**src/rtl/gpio_pad_pkg.sv**
```systemverilog
package gpio_pad_pkg;

    // Configuration register indices
    localparam int CFG_POL  = 0;
    localparam int CFG_DOUT = 1;
    localparam int CFG_OE   = 2;
    localparam int CFG_OTYP = 3;
    localparam int CFG_PU   = 4;
    localparam int CFG_PD   = 5;
    localparam int CFG_IE   = 6;
    localparam int NCFG     = 7;

    // Byte address of the read-only input value
    localparam int unsigned OFS_DIN = 32'h04;

    function automatic int unsigned cfg_offset(input int idx);
        case (idx)
            CFG_POL:  return 32'h08;
            CFG_DOUT: return 32'h0C;
            CFG_OE:   return 32'h10;
            CFG_OTYP: return 32'h14;
            CFG_PU:   return 32'h1C;
            CFG_PD:   return 32'h20;
            default:  return 32'h58;
        endcase
    endfunction

    function automatic bit cfg_rst_ones(input int idx);
        return (idx == CFG_PU) || (idx == CFG_IE);
    endfunction

    function automatic bit cfg_has_alias(input int idx);
        return (idx == CFG_DOUT) || (idx == CFG_OE);
    endfunction

    function automatic int unsigned cfg_set_offset(input int idx);
        return (idx == CFG_DOUT) ? 32'h68 : 32'h70;
    endfunction

    function automatic int unsigned cfg_clr_offset(input int idx);
        return (idx == CFG_DOUT) ? 32'h6C : 32'h74;
    endfunction

endpackage

```
**src/rtl/gpio_cfg_regs.sv**
```systemverilog
module gpio_cfg_regs
    import gpio_pad_pkg::*;
#(
    parameter int NPINS = 32,
    parameter int AW    = 7
) (
    input  logic             clk,
    input  logic             rst_n,
    input  logic             we,
    input  logic [AW-1:0]    addr,
    input  logic [NPINS-1:0] wdata,
    output logic [NPINS-1:0] cfg_q [NCFG]
);

    for (genvar g = 0; g < NCFG; g++) begin : g_cfg
        localparam logic [AW-1:0]    A_WR = AW'(cfg_offset(g));
        localparam logic [NPINS-1:0] RSTV = cfg_rst_ones(g) ? {NPINS{1'b1}} : '0;

        logic             hit_wr;
        logic             hit_set;
        logic             hit_clr;
        logic [NPINS-1:0] q_r;
        logic [NPINS-1:0] q_nxt;

        assign hit_wr = we && (addr == A_WR);

        if (cfg_has_alias(g)) begin : g_alias
            localparam logic [AW-1:0] A_SET = AW'(cfg_set_offset(g));
            localparam logic [AW-1:0] A_CLR = AW'(cfg_clr_offset(g));
            assign hit_set = we && (addr == A_SET);
            assign hit_clr = we && (addr == A_CLR);
        end else begin : g_plain
            assign hit_set = 1'b0;
            assign hit_clr = 1'b0;
        end

        always_comb begin
            q_nxt = q_r;
            if (hit_wr) begin
                q_nxt = wdata;
            end else if (hit_set) begin
                q_nxt = q_r | wdata;
            end else if (hit_clr) begin
                q_nxt = q_r & ~wdata;
            end
        end

        always_ff @(posedge clk or negedge rst_n) begin
            if (!rst_n) begin
                q_r <= RSTV;
            end else begin
                q_r <= q_nxt;
            end
        end

        assign cfg_q[g] = q_r;
    end

endmodule

```
**src/rtl/gpio_pin_resolve.sv**
```systemverilog
module gpio_pin_resolve (
    input  logic pol,
    input  logic dout,
    input  logic oe,
    input  logic otyp,
    input  logic pu,
    input  logic pd,
    input  logic ie,
    output logic pad,
    output logic din
);

    logic drive_val;
    logic pull_lvl;

    always_comb begin
        drive_val = dout ^ pol;
        // Only an unambiguous pull-up gives a high; conflict or float reads low
        pull_lvl  = pu & ~pd;
        if (!oe) begin
            pad = pull_lvl;
        end else if (!otyp) begin
            pad = drive_val;
        end else begin
            pad = drive_val ? pull_lvl : 1'b0;
        end
        din = (pad & ie) ^ pol;
    end

endmodule

```
**src/rtl/gpio_read_mux.sv**
```systemverilog
module gpio_read_mux
    import gpio_pad_pkg::*;
#(
    parameter int NPINS = 32,
    parameter int AW    = 7
) (
    input  logic [AW-1:0]    addr,
    input  logic [NPINS-1:0] cfg_q [NCFG],
    input  logic [NPINS-1:0] din,
    output logic [NPINS-1:0] rdata
);

    always_comb begin
        rdata = '0;
        if (addr == AW'(OFS_DIN)) begin
            rdata = din;
        end
        for (int k = 0; k < NCFG; k++) begin
            if (addr == AW'(cfg_offset(k))) begin
                rdata = cfg_q[k];
            end
        end
    end

endmodule

```
**src/rtl/gpio_pad_bank.sv**
```systemverilog
module gpio_pad_bank
    import gpio_pad_pkg::*;
#(
    parameter int NPINS = 32,
    parameter int AW    = 7
) (
    input  logic             clk,
    input  logic             rst_n,
    input  logic             bus_we,
    input  logic [AW-1:0]    bus_addr,
    input  logic [NPINS-1:0] bus_wdata,
    output logic [NPINS-1:0] bus_rdata,
    output logic [NPINS-1:0] data_in,
    output logic [NPINS-1:0] pad_level
);

    logic [NPINS-1:0] cfg_q [NCFG];
    logic [NPINS-1:0] r_pol;
    logic [NPINS-1:0] r_dout;
    logic [NPINS-1:0] r_oe;
    logic [NPINS-1:0] r_otyp;
    logic [NPINS-1:0] r_pu;
    logic [NPINS-1:0] r_pd;
    logic [NPINS-1:0] r_ie;

    gpio_cfg_regs #(.NPINS(NPINS), .AW(AW)) u_regs (
        .clk   (clk),
        .rst_n (rst_n),
        .we    (bus_we),
        .addr  (bus_addr),
        .wdata (bus_wdata),
        .cfg_q (cfg_q)
    );

    assign r_pol  = cfg_q[CFG_POL];
    assign r_dout = cfg_q[CFG_DOUT];
    assign r_oe   = cfg_q[CFG_OE];
    assign r_otyp = cfg_q[CFG_OTYP];
    assign r_pu   = cfg_q[CFG_PU];
    assign r_pd   = cfg_q[CFG_PD];
    assign r_ie   = cfg_q[CFG_IE];

    for (genvar p = 0; p < NPINS; p++) begin : g_pin
        gpio_pin_resolve u_pin (
            .pol  (r_pol[p]),
            .dout (r_dout[p]),
            .oe   (r_oe[p]),
            .otyp (r_otyp[p]),
            .pu   (r_pu[p]),
            .pd   (r_pd[p]),
            .ie   (r_ie[p]),
            .pad  (pad_level[p]),
            .din  (data_in[p])
        );
    end

    gpio_read_mux #(.NPINS(NPINS), .AW(AW)) u_rmux (
        .addr  (bus_addr),
        .cfg_q (cfg_q),
        .din   (data_in),
        .rdata (bus_rdata)
    );

endmodule

```
**config.mk**
```make
export PLATFORM = sky130hd
export DESIGN_NAME = gpio_pad_bank
export DESIGN_NICKNAME = d
export VERILOG_FILES = /design/src/rtl/gpio_pad_pkg.sv /design/src/rtl/gpio_cfg_regs.sv /design/src/rtl/gpio_pin_resolve.sv /design/src/rtl/gpio_read_mux.sv /design/src/rtl/gpio_pad_bank.sv
export SDC_FILE = /design/constraint.sdc
export NUM_CORES = 1
export LEC_CHECK = 0
export ABC_AREA = 0
export BUFFER_PORTS_ARGS = -buffer_cell sky130_fd_sc_hd__buf_2
export CAP_MARGIN = 20
export CORE_MARGIN = 5
export CORE_UTILIZATION = 50
export DETAILED_ROUTE_END_ITERATION = 8
export HOLD_SLACK_MARGIN = 0.03
export PLACE_DENSITY = 0.69
export SYNTH_ARGS = -nofsm -noshare
export SYNTH_HDL_FRONTEND = slang
export SYNTH_SLANG_ARGS = --single-unit
```
**constraint.sdc**
```tcl
create_clock -name clk -period 5 [get_ports clk]
set_input_delay 1 -clock clk [delete_from_list [all_inputs] [get_ports clk]]
set_output_delay 1 -clock clk [all_outputs]
set_load 0.02 [all_outputs]
```
==> flow_summary.json <==
{
  "postCtsSetupBuffers": 0,
  "syn_to_final_growth_pct": 10.66,
  "viasPerCell": 6.398,
  "ctsLongestPathBuffers": 3,
  "ys.flop_type": "dfrtp_1",
  "fin_cells": 1795,
  "layout_common_cells": "dfrtp_1, buf_2, o21ai_0",
  "tns_ns": 0,
  "fillers": 2414,
  "portBuffers": 137,
  "grt_pass1_wl_um": 65900,
  "layout-drive-gt1-share_pct": 31.80,
  "crit_chain": "buf_2, nor3b_2, and2_1, nor2_1, o21a_1, a221oi_1, buf_2",
  "cts_resized": 0,
  "cp_max_fo": 19,
  "crit_top_cell": "buf_2",
  "synth_area_um2": 13840,
  "vias": 11480,
  "clk_latency_ns": 0.52,
  "place_inst": 1741,
  "gp_congestion": 0.8397,
  "synth_area_leader_cell": "dfrtp_1",
  "peakVddDrop_uv": 244.2,
  "ctsHoldBuffers": 0,
  "critPathCaptureType": "output port",
  "grt-ovfl-total": 0,
  "nNetsFinal": 1434,
  "cp.buffers_inverters": 2,
  "wl_per_cell_um": 23.63,
  "crit_path_top_delay_cell": "and2_1",
  "postSynthAreaPerCell_um2": 10.10,
  "critPathKind": "in -> out",
  "hp-class": "in -> async",
  "place_area_um2": 14400,
  "die_x_um": 176.4,
  "hold_viol_final": 0,
  "drc": 0,
  "fin_crit_sh_pct": 88.96,
  "synth_edf_count": 0,
  "layout_commonest_cell": "dfrtp_1",
  "leakage_nw": 6.908,
  "finalMaxSlewViolations": 0,
  "dp_slack_ns": 0.6276,
  "cts_tree": "yes",
  "wl_um": 42420,
  "post-route-cell-area_um2": 15310,
  "required_ns": 4.00,
  "maxSlewHeadroom_pct": 30.59,
  "synth_top_area_share_pct": 28.93,
  "grt_pass1_vias": 11200,
  "drt-initial-drc-count": 1179,
  "rows": 61,
  "worstPathArrival_ns": 3.45,
  "core-area_um2": 27550,
  "ys_warn_count": 0,
  "whs_ns": 0.4698,
  "synth_seq_cells": 224,
  "ys_seq_area_share_pct": 41.08,
  "htreeDepth": 1,
  "status": "finished, final reports clean",
  "final_util_pct": 55.58,
  "syn_inst": 1370,
  "start_kind": "primary input",
  "cts.sinks": 224,
  "path_delay_family": "simple AND/OR/NAND/NOR gates",
  "setup_viol": 0,
  "grt_util_all_layers_pct": 26.67,
  "drv_cap": 0,
  "cts_buffers": 27,
  "cts.clk_slew.worst_paths_ns": 0.06,
  "worst_slack_ns": 0.5522,
  "root_buffer": "clkbuf_16",
  "synth_nets": 1412,
  "synth_area_leaders": "dfrtp_1, dfstp_2, mux2_2",
  "rsz0062_at_grt": "no",
  "tightest_slew_ns": 1.041,
  "p_total_mw": 5.088,
  "powerDensity_nw_per_um2": 332.2,
  "drt_first_pass_iters": 7,
  "min_period_ns": 4.448,
  "die_h_um": 176.4,
  "fin_skew_ns": 0,
  "dieArea_um2": 31100,
  "initial_core_util_pct": 50.22,
  "ios": 138,
  "grt_max_degree": 107,
  "hpwl_um": 27120,
  "async_reset_ff_share_pct": 100.0,
  "antenna_found_initial": 5,
  "max_freq_ghz": 0.2248,
  "cp_slowest_stage_delay_ns": 0.61,
  "ant_nets": 0,
  "synth_cell_types": 51
}
## cell families after synthesis
logic type      count (synthesis)  synth area share [%]
compound gates                507                 25.65
flops                         224                 41.08
buf+inv                       223                 8.436
simple gates                  183                 7.116
mux                           168                 13.60
xor+xnor                       65                 4.114
## per-layer routing
layer,wire length (µm),share of wire (%),GRT usage (%)
met1,17780,42,36.78
met2,20120,47,43.85
met3,3331,7.9,4.069
met4,1177,2.8,7.930
met5,7,0.017,0
## power by group
part | internal (mW) | leakage, nW | switching (mW)
logic | 0.378 | 3.64 | 0.495
clock network | 1.21 | 0.443 | 0.778
registers | 2.03 | 2.82 | 0.195
## worst paths after layout
kind                                          from                 endpoint  slack (ns)  depth (start not counted)
setup reg to reg           u_regs.g_cfg[0].q_r[20]  u_regs.g_cfg[0].q_r[20]        4.13                          1
hold reg to reg             u_regs.g_cfg[5].q_r[7]   u_regs.g_cfg[5].q_r[7]        0.50                          1
min in group clk            u_regs.g_cfg[5].q_r[7]   u_regs.g_cfg[5].q_r[7]        0.50                          1
hold / removal                               rst_n  u_regs.g_cfg[0].q_r[12]        0.47                          1
setup / recovery                       bus_addr[3]            bus_rdata[30]        0.55                          7
max in group asynchronous                    rst_n   u_regs.g_cfg[4].q_r[8]        3.46                          2
## final cells by class
class | instances | area (µm²) | share of cell area (%)
Antenna cell | 5 | 12.51 | 0.08171
Timing Repair Buffer | 182 | 1071 | 6.994
Multi-Input combinational cell | 923 | 7041 | 45.98
Clock buffer | 42 | 812.0 | 5.303
Clock inverter | 7 | 91.34 | 0.5965
Tap cell | 378 | 473.0 | 3.088
Sequential cell | 224 | 5685 | 37.13
Inverter | 34 | 127.6 | 0.8334
## cell usage after synthesis (3+ instances only)
master,instances
o21ai_1,10
inv_1,34
a21oi_1,62
and3_1,3
mux2_2,129
nand2b_1,70
a21o_1,21
a21boi_0,3
dfrtp_1,160
a22o_1,64
o21a_1,6
buf_4,70
a2bb2oi_1,24
nand3_1,7
mux2_1,31
mux2i_1,8
a31oi_1,3
o22a_1,21
clkbuf_1,78
a221oi_1,13
buf_6,3
nor3_1,7
a221o_1,25
o31ai_2,18
dfstp_2,64
o32a_1,3
o21ai_0,133
xor2_1,7
o221ai_1,9
a22oi_1,32
and2_1,5
buf_2,36
nand2_1,25
o31ai_1,3
o22ai_1,52
xnor2_1,58
a211oi_1,4
nor2_1,51
(Power assumes the default switching activity.)
